==> config.mk <==
export PLATFORM = sky130hd
export DESIGN_NAME = ect_channel
export DESIGN_NICKNAME = d
export VERILOG_FILES = /design/src/rtl/ect_pkg.sv /design/src/rtl/ect_cfg_reg.sv /design/src/rtl/ect_cmp_store.sv /design/src/rtl/ect_match_eval.sv /design/src/rtl/ect_arm_ctrl.sv /design/src/rtl/ect_channel.sv
export SDC_FILE = /design/constraint.sdc
export NUM_CORES = 1
export LEC_CHECK = 0
export ABC_CLOCK_PERIOD_IN_PS = 3710
export BUFFER_PORTS_ARGS = -buffer_cell sky130_fd_sc_hd__buf_2
export CAP_MARGIN = 20
export CELL_PAD_IN_SITES_DETAIL_PLACEMENT = 1
export CELL_PAD_IN_SITES_GLOBAL_PLACEMENT = 1
export CORE_ASPECT_RATIO = 1.2
export CORE_MARGIN = 2
export CORE_UTILIZATION = 35
export DETAILED_ROUTE_END_ITERATION = 6
export PLACE_DENSITY = 0.81
export SYNTH_ARGS = -nofsm -noshare
export SYNTH_HDL_FRONTEND = slang
export SYNTH_SLANG_ARGS = --single-unit
==> constraint.sdc <==
create_clock -name clk_i -period 3.71 [get_ports clk_i]
set_input_delay 0.9275 -clock clk_i [delete_from_list [all_inputs] [get_ports clk_i]]
set_output_delay 0.9275 -clock clk_i [all_outputs]
set_load 0.01 [all_outputs]
==> src/rtl/ect_pkg.sv <==
package ect_pkg;
  localparam int unsigned CFG_EN   = 0;
  localparam int unsigned CFG_PER  = 1;
  localparam int unsigned CFG_SV   = 2;
  localparam int unsigned CFG_W32  = 3;
  localparam int unsigned CFG_PCAP = 4;
  localparam int unsigned CFG_WCAP = 5;
  localparam int unsigned CFG_WBITS = 4;
endpackage

==> src/rtl/ect_cfg_reg.sv <==
module ect_cfg_reg
  import ect_pkg::*;
#(
  parameter int unsigned HALF_W = 32
) (
  input  logic                 clk_i,
  input  logic                 rst_ni,
  input  logic                 wr_i,
  input  logic [CFG_WBITS-1:0] wdata_i,
  input  logic                 sv_clr_i,
  output logic                 en_o,
  output logic                 per_o,
  output logic                 sv_o,
  output logic                 w32_o,
  output logic                 en_rise_o,
  output logic                 en_fall_o,
  output logic                 trunc_o,
  output logic [HALF_W-1:0]    cfg_o
);
  logic en_q, per_q, sv_q, w32_q;

  always_ff @(posedge clk_i or negedge rst_ni) begin
    if (!rst_ni) begin
      en_q  <= 1'b0;
      per_q <= 1'b0;
      sv_q  <= 1'b0;
      w32_q <= 1'b0;
    end else begin
      if (wr_i) begin
        en_q  <= wdata_i[CFG_EN];
        per_q <= wdata_i[CFG_PER];
        sv_q  <= wdata_i[CFG_SV];
        w32_q <= wdata_i[CFG_W32];
      end
      if (sv_clr_i) sv_q <= 1'b0;  // comparator write wins
    end
  end

  always_comb begin
    en_o      = en_q;
    per_o     = per_q;
    sv_o      = sv_q;
    w32_o     = w32_q;
    en_rise_o = wr_i &  wdata_i[CFG_EN] & ~en_q;
    en_fall_o = wr_i & ~wdata_i[CFG_EN] &  en_q;
    trunc_o   = wr_i &  wdata_i[CFG_W32];
    cfg_o           = '0;
    cfg_o[CFG_EN]   = en_q;
    cfg_o[CFG_PER]  = per_q;
    cfg_o[CFG_SV]   = sv_q;
    cfg_o[CFG_W32]  = w32_q;
    cfg_o[CFG_PCAP] = 1'b1;
    cfg_o[CFG_WCAP] = 1'b1;
  end


  a_r6_setval_clears: assert property (@(posedge clk_i) disable iff (!rst_ni)
    sv_clr_i |=> !sv_q);
endmodule

==> src/rtl/ect_cmp_store.sv <==
module ect_cmp_store #(
  parameter int unsigned CNT_W = 64
) (
  input  logic                  clk_i,
  input  logic                  rst_ni,
  input  logic                  wr_lo_i,
  input  logic                  wr_hi_i,
  input  logic [CNT_W/2-1:0]    wdata_i,
  input  logic                  per_mode_i,
  input  logic                  sv_i,
  input  logic                  w32_i,
  input  logic                  trunc_i,
  input  logic                  advance_i,
  output logic [CNT_W-1:0]      cmp_o,
  output logic                  period_nz_o
);
  localparam int unsigned HALF_W = CNT_W / 2;

  logic [CNT_W-1:0]  cmp_q, per_q, cmp_d, per_d, sum;
  logic [HALF_W-1:0] per_lo_msk, per_hi_msk;
  logic              load_cmp;

  always_comb begin
    load_cmp   = ~per_mode_i | sv_i;
    sum        = cmp_q + per_q;
    if (w32_i) sum[CNT_W-1:HALF_W] = '0;
    per_lo_msk = w32_i ? {1'b0, wdata_i[HALF_W-2:0]} : wdata_i;
    per_hi_msk = {1'b0, wdata_i[HALF_W-2:0]};
    cmp_d = cmp_q;
    per_d = per_q;
    if (wr_lo_i) begin
      if (load_cmp)   cmp_d[HALF_W-1:0] = wdata_i;
      if (per_mode_i) per_d[HALF_W-1:0] = per_lo_msk;
    end
    if (wr_hi_i && !w32_i) begin
      if (load_cmp) cmp_d[CNT_W-1:HALF_W] = wdata_i;
      else          per_d[CNT_W-1:HALF_W] = per_hi_msk;
    end
    if (advance_i && !wr_lo_i && !wr_hi_i) cmp_d = sum;
    if (trunc_i) begin
      cmp_d[CNT_W-1:HALF_W] = '0;
      per_d[CNT_W-1:HALF_W] = '0;
      per_d[HALF_W-1]       = 1'b0;
    end
  end

  always_ff @(posedge clk_i or negedge rst_ni) begin
    if (!rst_ni) begin
      cmp_q <= '1;
      per_q <= '0;
    end else begin
      cmp_q <= cmp_d;
      per_q <= per_d;
    end
  end

  assign cmp_o       = cmp_q;
  assign period_nz_o = |per_q;


  a_r7_period_msb_clear: assert property (@(posedge clk_i) disable iff (!rst_ni)
    !per_q[CNT_W-1] && (!w32_i || !per_q[HALF_W-1]));

  a_r8_upper_zero_w32: assert property (@(posedge clk_i) disable iff (!rst_ni)
    w32_i |-> (cmp_q[CNT_W-1:HALF_W] == '0) && (per_q[CNT_W-1:HALF_W] == '0));
endmodule

==> src/rtl/ect_match_eval.sv <==
module ect_match_eval #(
  parameter int unsigned CNT_W = 64
) (
  input  logic [CNT_W-1:0] count_i,
  input  logic [CNT_W-1:0] cmp_i,
  input  logic             w32_i,
  output logic             reached_o,
  output logic             wrap_o,
  output logic             all_ones_o
);
  localparam int unsigned HALF_W = CNT_W / 2;

  logic [CNT_W-1:0] diff;

  always_comb begin
    diff       = count_i - cmp_i;
    reached_o  = w32_i ? ~diff[HALF_W-1] : ~diff[CNT_W-1];
    wrap_o     = (count_i[HALF_W-1:0] == '0);
    all_ones_o = &cmp_i;
  end
endmodule

==> src/rtl/ect_arm_ctrl.sv <==
module ect_arm_ctrl (
  input  logic clk_i,
  input  logic rst_ni,
  input  logic tick_i,
  input  logic glb_en_i,
  input  logic en_i,
  input  logic per_mode_i,
  input  logic w32_i,
  input  logic period_nz_i,
  input  logic reached_i,
  input  logic wrap_i,
  input  logic all_ones_i,
  input  logic en_rise_i,
  input  logic en_fall_i,
  input  logic cmp_wr_i,
  output logic fire_o,
  output logic advance_o
);
  logic armed_q, catch_q, wrapd_q, glb_q, fire_q;
  logic live, chk, hit, whit, keep, adv, arm_evt, glb_rise;

  always_comb begin
    glb_rise = glb_en_i & ~glb_q;
    live     = armed_q & en_i & glb_en_i;
    chk      = live & tick_i & ~catch_q;
    hit      = chk & reached_i;
    whit     = chk & ~reached_i & w32_i & ~per_mode_i & wrap_i & ~wrapd_q;
    keep     = hit & per_mode_i & period_nz_i;
    adv      = keep | (catch_q & live & reached_i);
    arm_evt  = (cmp_wr_i & glb_en_i) | (glb_rise & ~all_ones_i) | (en_rise_i & glb_en_i);
  end

  always_ff @(posedge clk_i or negedge rst_ni) begin
    if (!rst_ni) begin
      armed_q <= 1'b0;
      catch_q <= 1'b0;
      wrapd_q <= 1'b0;
      glb_q   <= 1'b0;
      fire_q  <= 1'b0;
    end else begin
      glb_q  <= glb_en_i;
      fire_q <= hit | whit;
      if (cmp_wr_i || en_fall_i || !glb_en_i) catch_q <= 1'b0;
      else                                    catch_q <= adv;
      if (en_fall_i || !glb_en_i) armed_q <= 1'b0;
      else if (arm_evt)           armed_q <= 1'b1;
      else if (hit && !keep)      armed_q <= 1'b0;
      if (arm_evt)   wrapd_q <= 1'b0;
      else if (whit) wrapd_q <= 1'b1;
    end
  end

  assign fire_o    = fire_q;
  assign advance_o = adv;


  a_r13_fire_after_tick: assert property (@(posedge clk_i) disable iff (!rst_ni)
    fire_o |-> $past(tick_i));

  a_r10_fire_needs_enables: assert property (@(posedge clk_i) disable iff (!rst_ni)
    fire_o |-> $past(en_i && glb_en_i));

  a_r4_no_fire_in_catchup: assert property (@(posedge clk_i) disable iff (!rst_ni)
    catch_q |=> !fire_o);

  a_r11_glb_low_disarms: assert property (@(posedge clk_i) disable iff (!rst_ni)
    !glb_en_i |=> !armed_q && !catch_q);
endmodule

==> src/rtl/ect_channel.sv <==
module ect_channel
  import ect_pkg::*;
#(
  parameter int unsigned CNT_W = 64
) (
  input  logic                clk_i,
  input  logic                rst_ni,
  input  logic [CNT_W-1:0]    count_i,
  input  logic                tick_i,
  input  logic                glb_en_i,
  input  logic                cfg_wr_i,
  input  logic                cmp_lo_wr_i,
  input  logic                cmp_hi_wr_i,
  input  logic [CNT_W/2-1:0]  wdata_i,
  output logic                fire_o,
  output logic [CNT_W/2-1:0]  cfg_o,
  output logic [CNT_W-1:0]    cmp_o
);
  localparam int unsigned HALF_W = CNT_W / 2;

  logic en, per_mode, sv, w32, en_rise, en_fall, trunc;
  logic reached, wrap, all_ones, period_nz, advance, cmp_wr;
  logic [CNT_W-1:0] cmp;

  assign cmp_wr = cmp_lo_wr_i | cmp_hi_wr_i;

  ect_cfg_reg #(.HALF_W(HALF_W)) u_cfg (
    .clk_i     (clk_i),
    .rst_ni    (rst_ni),
    .wr_i      (cfg_wr_i),
    .wdata_i   (wdata_i[CFG_WBITS-1:0]),
    .sv_clr_i  (cmp_wr),
    .en_o      (en),
    .per_o     (per_mode),
    .sv_o      (sv),
    .w32_o     (w32),
    .en_rise_o (en_rise),
    .en_fall_o (en_fall),
    .trunc_o   (trunc),
    .cfg_o     (cfg_o)
  );

  ect_cmp_store #(.CNT_W(CNT_W)) u_store (
    .clk_i       (clk_i),
    .rst_ni      (rst_ni),
    .wr_lo_i     (cmp_lo_wr_i),
    .wr_hi_i     (cmp_hi_wr_i),
    .wdata_i     (wdata_i),
    .per_mode_i  (per_mode),
    .sv_i        (sv),
    .w32_i       (w32),
    .trunc_i     (trunc),
    .advance_i   (advance),
    .cmp_o       (cmp),
    .period_nz_o (period_nz)
  );

  ect_match_eval #(.CNT_W(CNT_W)) u_match (
    .count_i    (count_i),
    .cmp_i      (cmp),
    .w32_i      (w32),
    .reached_o  (reached),
    .wrap_o     (wrap),
    .all_ones_o (all_ones)
  );

  ect_arm_ctrl u_arm (
    .clk_i       (clk_i),
    .rst_ni      (rst_ni),
    .tick_i      (tick_i),
    .glb_en_i    (glb_en_i),
    .en_i        (en),
    .per_mode_i  (per_mode),
    .w32_i       (w32),
    .period_nz_i (period_nz),
    .reached_i   (reached),
    .wrap_i      (wrap),
    .all_ones_i  (all_ones),
    .en_rise_i   (en_rise),
    .en_fall_i   (en_fall),
    .cmp_wr_i    (cmp_wr),
    .fire_o      (fire_o),
    .advance_o   (advance)
  );

  assign cmp_o = cmp;
endmodule

==> flow_metrics.tcl, run 1 <==
set metrics [dict create \
    ys_types 71 \
    htree_levels 4 \
    avgSynthCellArea_um2 8.24 \
    synth-seq-area-share_pct 29.6 \
    numPlacedInstances 2075 \
    wire_per_inst_um 23.5 \
    antenna_cells 0 \
    met1_usage_pct 32.6 \
    grt_pass1_vias 12945 \
    holdBufCountCts 0 \
    slew-limit-headroom_pct 29.9 \
    die_x_um 171 \
    drt-vias-per-instance 5.83 \
    gp_congestion 0.979 \
    clk_pin_slew_worst_paths_ns 0.07 \
    synthArstFlopShare_pct 100 \
    yosys-top-cells-area "dfrtp_1, dfstp_2, ha_1, a21oi_1, nand2_1" \
    power-per-cell-area_nw_per_um2 523 \
    synth_compound_area_share_pct 21.6 \
    drtAntennaViolNets 0 \
    route.detailed.drc 0 \
    finish.utilization_pct 43.1 \
    port_buffers 171 \
    synthAdderAreaFrac_pct 13.5 \
    final_nets 1875 \
    cts_buffer_depth 2 \
    critPathMaxFanout 6 \
    cts_tree "built" \
    ys_seq_elements 136 \
    fin_total_pwr_mw 7.48 \
    layout-drive-gt1-share_pct 26.8 \
    min_path_type "in2async" \
    min_period_ns 3.67 \
    status "complete, no violations" \
    antenna_found_initial 2 \
    yosysTopAreaCell "dfrtp_1" \
    synth_simple_gate_area_share_pct 17.7 \
    hold_viol_final 0 \
    synthMuxAreaShare_pct 6.32 \
    use_met3_pct 3.81 \
    syn_area_um2 11800 \
    area.growth.synth_to_final_pct 21.6 \
    fmax_ghz 0.272 \
    via_count 12295 \
    yosys_warnings 0 \
    root_buffer "clkbuf_16" \
    dominantRegCellSynth "dfrtp_1" \
    synth_top_family_by_area "compound AO/OA/AOI/OAI gates" \
    numCtsBuffers 17 \
    max_cap_violations 0 \
    dp_hpwl_mm 39.3 \
    ioPinCount 200 \
    critPathLaunchType "flip-flop" \
    power_leakage_nw 6.65 \
    drt_iter0_markers 842 \
    syn_inst 1428 \
    tightestPinTransition_ns 1.05 \
    core_area_um2 33200 \
    top_usage_layer "met2" \
    track_usage_pct 28.2 \
    grt_pass1_wl_mm 74.5 \
    rsz0062_at_grt "yes" \
    clkLatencyLatePin_ns 0.45 \
    placed_area_um2 13600 \
    start_util_pct 35.5 \
    final-setup-viol-count 0 \
    grt_max_degree 58 \
    critPathRequiredTime_ns 4.05 \
    synthXorXnorAreaFrac_pct 4.47 \
    overflow 0 \
    period_share_pct 99.0 \
    yosysTopAreaCellShare_pct 15.3 \
    cp.arrival_ns 4.01 \
    endpoint_kind "flip-flop" \
    die_h_um 205 \
    cts_sinks 136 \
    maxSlewViolCount 0 \
    critical_path_class "reg2reg" \
    die_area_um2 35100 \
    fin_cells 2109 \
    stdcell_area_um2 14300 \
    ir_drop_uv 293 \
    synth_edf_count 0 \
    fin_worst_skew_ns 0.0109 \
    rows 73 \
    drt_wl_total_mm 49.6 \
    dr.pass1.iters 5 \
    grt_util_met2_pct 50.2 \
]
## sequential cells by signal, summed over array words and instances, names as in the netlist
| register | flops |
|---|---|
| u_cfg.per_o | 1 |
| u_arm.armed_q | 1 |
| u_arm.fire_o | 1 |
| u_arm.catch_q | 1 |
| u_store.per_q | 63 |
| u_cfg.sv_o | 1 |
| u_store.cmp_o | 64 |
| u_cfg.w32_o | 1 |
| u_arm.glb_q | 1 |
| u_arm.wrapd_q | 1 |
| u_cfg.en_o | 1 |
## worst paths after layout
check | start | slack, ns | end | cells after the start
worst max-delay path | u_store.cmp_o[32] | 0.04 | u_store.cmp_o[39] | 14
worst min-delay path | rst_ni | 0.49 | u_store.per_q[20] | 1
worst max register to register | u_store.cmp_o[32] | 0.04 | u_store.cmp_o[39] | 14
worst min register to register | u_arm.wrapd_q | 0.53 | u_arm.fire_o | 1
max in group asynchronous | rst_ni | 2.38 | u_store.cmp_o[40] | 2
min in group clk_i | u_arm.wrapd_q | 0.53 | u_arm.fire_o | 1
## power by group
group | internal [mW] | switching, mW
combinational | 1.40 | 2.03
clock | 1.23 | 0.721
sequential | 1.80 | 0.306
## Yosys cell counts, drive strengths merged (20+ instances only)
master	n
nor4	32
nand2	158
buf	40
nor2	118
a21o	34
mux2	42
mux2i	27
nand4	56
ha	125
dfstp	64
inv	80
o21ai	60
a21oi	188
nor3	20
xor2	25
xnor2	35
dfrtp	72
clkbuf	58
nand3	20
o22ai	24
## cell families after synthesis
logic type               after synthesis
AND/OR/NAND/NOR                      448
AO/OA/AOI/OAI                        409
adder cells (fa/ha/maj)              126
other                                  2
flip-flops                           136
XOR/XNOR                              60
multiplexers                          69
buffers and inverters                178
## through the flow
step | setup TNS, ns | setup WS (ns) | hold WS, ns
4_1_cts | 0 | 0.0307 | 0.496
3_3_place_gp | -15.45 | -0.339 | 0.486
3_5_place_dp | -16.87 | -0.388 | 0.507
2_1_floorplan | 0 | 0.284 | 0.436
6_report | 0 | 0.0379 | 0.490
5_1_grt | -0.119 | -0.0527 | 0.511
## layout by cell type, fill, tap and decap left out, drive strengths merged, types with 56 or more instances in the layout
cell / count
nand2: 158
inv: 80
buf: 271
nand4: 56
dfrtp: 72
a21oi: 188
nor2: 118
ha: 125
dfstp: 64
o21ai: 60
## critical path: stages (launching register included)
cell and delay [ns]:
dfstp_2 0.64, inv_1 0.14, ha_1 0.32, a21oi_1 0.13, o21ai_0 0.27, a221oi_2 0.38, nor3_1 0.10, nor4_2 0.27
nand3_1 0.15, mux2i_1 0.22, o211ai_1 0.15, buf_4 0.23, buf_4 0.16, a21o_1 0.16, a31oi_1 0.25
## timing repair
item                                    CTS  global route
endpoints found under the setup margin   34            46
cloned                                    0             0
pin swaps                                 0             4
buffers inserted                          0             2
endpoints found under the hold margin     0             0
gates resized for setup                   3            13
## layer usage
metal | part of all wire (%) | routed length (um)
met5 | 0 | 0
met2 | 51 | 25200
met1 | 38 | 19000
met4 | 5.3 | 2630
met3 | 5.6 | 2770
## layout make-up
class | count | area (um^2)
Inverter | 80 | 300
Clock inverter | 12 | 198
Timing Repair Buffer | 271 | 1650
Fill cell | 3998 | 18900
Tap cell | 450 | 563
Sequential cell | 136 | 3480
Multi-Input combinational cell | 1140 | 7650
Clock buffer | 20 | 457
Power figures use the tool's default switching activity.
==> run 2: changes to the inputs <==
PLACE_DENSITY = 0.7   (was 0.81)
==> flow_metrics.tcl, run 2 (synthesized netlist as in run 1, its figures left out) <==
set metrics [dict create \
    tightestPinTransition_ns 0.853 \
    cts_buffer_depth 2 \
    critical_path_class "reg2reg" \
    finish.utilization_pct 43.4 \
    power_leakage_nw 6.71 \
    pwr-share-comb_pct 46.8 \
    dp_slack_ns -0.771 \
    grt_max_degree 60 \
    grt_pass1_wl_mm 73.1 \
    antenna_found_initial 2 \
    ioPinCount 200 \
    via_count 11908 \
    tns_ns 0 \
    crit_slowest_cell "ha_1" \
    cpPeakStageDelay_ns 0.45 \
    mostFrequentLayoutCells "a21oi_1, buf_2, nand2_1, ha_1, nor2_1" \
    wire_per_inst_um 22.6 \
    core_area_um2 33200 \
    fin_worst_skew_ns 0.0137 \
    critPathLaunchType "flip-flop" \
    layout-drive-gt1-share_pct 27.3 \
    fmax_ghz 0.276 \
    p_clk_share_pct 25.0 \
    fin_cells 2119 \
    start_util_pct 35.5 \
    htree_levels 4 \
    cp_top_family "compound AO/OA/AOI/OAI gates" \
    die_h_um 205 \
    r2r-end "u_store.cmp_o[61]" \
    gp_congestion 0.962 \
    path_cells "ha_1 -> nand3_2 -> o2111ai_2 -> a31oi_2 -> a211oi_1 -> buf_4 -> a221oi_2 -> buf_4 -> o41ai_2 -> a41oi_2 -> o41ai_2 -> xnor2_1 -> o22ai_1" \
    maxSlewViolCount 0 \
    die_area_um2 35100 \
    cts_tree "built" \
    max_cap_violations 0 \
    dp_hpwl_mm 39.0 \
    drt_iter0_markers 580 \
    rows 73 \
    drt_wl_total_mm 47.9 \
    final-setup-viol-count 0 \
    stdcell_area_um2 14400 \
    cp_num_buf_inv 2 \
    route.detailed.drc 0 \
    cp.arrival_ns 3.98 \
    p_int_mw 4.35 \
    cts_sinks 136 \
    reg2reg_slack_ns 0.08 \
    die_x_um 171 \
    drt-vias-per-instance 5.62 \
    dr.pass1.iters 5 \
    p_sw_mw 3.01 \
    largest_reg_flops 64 \
    placed_area_um2 13600 \
    period_share_pct 97.7 \
    numPlacedInstances 2083 \
    r2r_cells 13 \
    status "complete, no violations" \
    port_buffers 171 \
    area.growth.synth_to_final_pct 22.4 \
    track_usage_pct 27.7 \
    overflow 0 \
    ir_drop_uv 308 \
    power-per-cell-area_nw_per_um2 511 \
    antenna_cells 0 \
    clk_pin_slew_worst_paths_ns 0.06 \
    power_frac_seq_pct 28.2 \
    grt_pass1_vias 12558 \
    final_common_cell "a21oi_1" \
    drtAntennaViolNets 0 \
    min_path_type "in2async" \
    swShare_pct 40.9 \
    critPathRequiredTime_ns 4.07 \
    r2r-start "u_store.per_q[4]" \
    final_nets 1885 \
    clkLatencyLatePin_ns 0.44 \
    slew-limit-headroom_pct 42.9 \
    endpoint_kind "flip-flop" \
    whs_ns 0.398 \
    hold_viol_final 0 \
    numCtsBuffers 17 \
    fin_total_pwr_mw 7.36 \
    root_buffer "clkbuf_16" \
    critPathMaxFanout 6 \
    finalWorstSetupSlack_ns 0.0847 \
    min_period_ns 3.63 \
]
-- run 2: power groups by stage --
stage,Clock [mW],Combinational [mW],Sequential (mW)
6_report,1.84,3.44,2.08
3_3_place_gp,0,3.28,2.09
3_5_place_dp,0,3.34,2.10
2_1_floorplan,0,2.06,2.06
4_1_cts,1.86,3.39,2.07
5_1_grt,1.92,3.78,2.10
-- run 2: layer usage --
layer  global-route usage (%)  vias up  routed length, um
met5                        0        -                  0
li1                         -     5573                  -
met4                     12.9        0               2230
met3                     2.96       95               1630
met2                     48.9      296              24100
met1                     33.5     5944              19900
-- run 2: final cells by class --
class | instances | area (um^2)
clock buffer | 21 | 480
clock inverter | 11 | 144
fill | 4003 | 18800
inverter | 80 | 300
multi-input combinational | 1140 | 7670
sequential | 136 | 3480
tap | 450 | 563
timing repair buffer | 281 | 1750
-- run 2: worst max-delay path by stage --
stage,from,end,cells past startpoint
after CTS,u_store.cmp_o[0],u_store.cmp_o[34],15
after global routing,u_store.cmp_o[2],u_store.cmp_o[38],14
final,u_store.per_q[4],u_store.cmp_o[61],13
after detailed placement,count_i[32],u_store.cmp_o[39],14
after floorplan,count_i[62],u_store.cmp_o[32],11
after global placement,count_i[32],u_store.cmp_o[39],14
-- run 2: timing repair --
action	in CTS	in global routing
endpoints found under the setup margin	68	59
pin swaps	3	4
setup buffers	1	3
resized for setup	6	17
hold buffers	0	0
-- run 2: worst register-to-register path, delay by kind of cell (launching register included) --
kind	cells	cell delay [ns]
and+or+nand+nor	1	0.11
DFF	1	0.43
xor gates and xnor gates	1	0.19
AOI/OAI and AO/OA	8	2.04
adders and majority gates	1	0.45
buffers and inverters	2	0.35
==> run 3: changes to the inputs <==
CTS_BUF_LIST = sky130_fd_sc_hd__clkbuf_2   (was unset)
==> flow_metrics.tcl, run 3 (synthesized netlist as in run 1, its figures left out) <==
set metrics [dict create \
    status "complete, no violations" \
    hold_viol_final 0 \
    route.met3.wl_mm 1.78 \
    seq_area_um2 3480 \
    overflow 0 \
    multiInputGateArea_um2 7700 \
    cts_sinks 136 \
    track_usage_pct 27.5 \
    dp_slack_ns -0.771 \
    antenna_found_initial 3 \
    clk_pin_slew_worst_paths_ns 0.23 \
    htree_levels 4 \
    clkLatencyLatePin_ns 0.82 \
    dr.pass1.iters 5 \
    max_cap_violations 0 \
    cts_buffer_depth 2 \
    start_util_pct 35.5 \
    reg2reg_slack_ns 0.03 \
    gp_congestion 0.962 \
    area.growth.synth_to_final_pct 19.5 \
    min_period_ns 3.68 \
    drt_iter0_markers 540 \
    drt-vias-per-instance 5.62 \
    die_h_um 205 \
    critical_path_class "reg2reg" \
    rsz0062_at_grt "yes" \
    fin_total_pwr_mw 6.52 \
    fin_worst_skew_ns 0.0515 \
    rows 73 \
    grt_max_degree 60 \
    highest_layer "met4" \
    wirelength_met1_mm 19.8 \
    die_x_um 171 \
    grt_pass1_wl_mm 72.6 \
    fillers 4040 \
    route.detailed.drc 0 \
    period_share_pct 99.1 \
    maxSlewViolCount 0 \
    min_path_type "in2reg" \
    final_nets 1887 \
    die_area_um2 35100 \
    r2r-start "u_store.cmp_o[60]" \
    wire_per_inst_um 22.5 \
    dp_hpwl_mm 39.0 \
    slew-limit-headroom_pct 41.3 \
    cp.arrival_ns 4.37 \
    grt_pass1_vias 12543 \
    r2r-end "u_store.cmp_o[38]" \
    min_delay_path_depth 1 \
    power-per-cell-area_nw_per_um2 464 \
    critPathMaxFanout 4 \
    endpoint_kind "flip-flop" \
    ioPinCount 200 \
    tns_ns 0 \
    r2r_cells 12 \
    layout-drive-gt1-share_pct 27.1 \
    setup.worst_path.start "u_store.cmp_o[60]" \
    critPathLaunchType "flip-flop" \
    wl_met2_mm 23.9 \
    drt_wl_total_mm 47.8 \
    port_buffers 171 \
    cts_tree "built" \
    mostFrequentLayoutCells "a21oi_1, buf_2, nand2_1, ha_1, nor2_1" \
    critPathRequiredTime_ns 4.41 \
    root_buffer "clkbuf_2" \
    endpoint "u_store.cmp_o[38]" \
    power_leakage_nw 6.58 \
    drtAntennaViolNets 0 \
    tightestPinTransition_ns 0.877 \
    largest_reg_flops 64 \
    final_common_cell "a21oi_1" \
    numCtsBuffers 17 \
    via_count 11918 \
    fmax_ghz 0.272 \
    ir_drop_uv 187 \
    finalWorstSetupSlack_ns 0.0344 \
    core_area_um2 33200 \
    final-setup-viol-count 0 \
]
run 3: changes by cell type in the layout (fill, tap and decap cells not counted), moves of 2 or more:
| cell | delta |
|---|---|
| clkbuf_16 | -17 |
| nor4_2 | -2 |
| clkbuf_8 | -4 |
| clkinv_1 | +4 |
| clkbuf_2 | +17 |
run 3: final cells by class:
type / count / share of cell area [%]
Timing Repair Buffer: 283 / 12.5
Antenna cell: 1 / 0.0178
Clock inverter: 15 / 1.13
Sequential cell: 136 / 24.8
Multi-Input combinational cell: 1140 / 54.8
Inverter: 80 / 2.14
Tap cell: 450 / 4.01
Clock buffer: 17 / 0.605
run 3: stage by stage:
step / instance area (um^2) / util, % / hold WS (ns) / instances
2_1_floorplan: 11900 / - / 0.436 / 1454
3_3_place_gp: 13600 / 41.2 / 0.477 / 2083
3_5_place_dp: 13600 / 41.2 / 0.482 / 2083
4_1_cts: 13900 / 42.1 / 0.189 / 2118
5_1_grt: 14100 / 42.4 / 0.190 / 2122
6_report: 14100 / 42.4 / 0.246 / 2122
run 3: worst min-delay path by stage:
stage,to,slack (ns),start
after floorplan,u_arm.fire_o,0.44,u_arm.wrapd_q
after global placement,u_arm.fire_o,0.48,u_arm.wrapd_q
after detailed placement,u_arm.fire_o,0.48,u_arm.wrapd_q
after CTS,u_arm.glb_q,0.19,glb_en_i
after global routing,u_arm.glb_q,0.19,glb_en_i
final,u_arm.glb_q,0.25,glb_en_i
run 3: metal layers:
metal | up-vias | global-route usage, %
li1 | 5578 | -
met1 | 5925 | 33.4
met2 | 304 | 48.4
met3 | 111 | 3.13
met4 | 0 | 13.1
met5 | - | 0
run 3: report_power, final:
part	switching, mW	internal (mW)	leakage [nW]
sequential	0.273	1.79	1.58
combinational	2.03	1.42	4.85
clock	0.632	0.367	0.148
run 3: what timing repair did:
action | CTS | global route
gates cloned | 0 | 0
hold buffers | 1 | 0
resized for setup | 7 | 16
pin swaps | 2 | 4
setup endpoints to repair | 68 | 55
setup buffers | 2 | 3
endpoints found under the hold margin | 19 | 0
run 3: worst max-delay path: stages, from the launching register on:
cell,delay [ns]
dfstp_2,0.64
inv_1,0.09
ha_1,0.31
nand4_1,0.12
or3_1,0.49
buf_4,0.20
nor3_2,0.29
nor4_4,0.08
nand3_1,0.15
mux2i_2,0.27
o211ai_1,0.24
buf_4,0.25
a2111oi_1,0.44
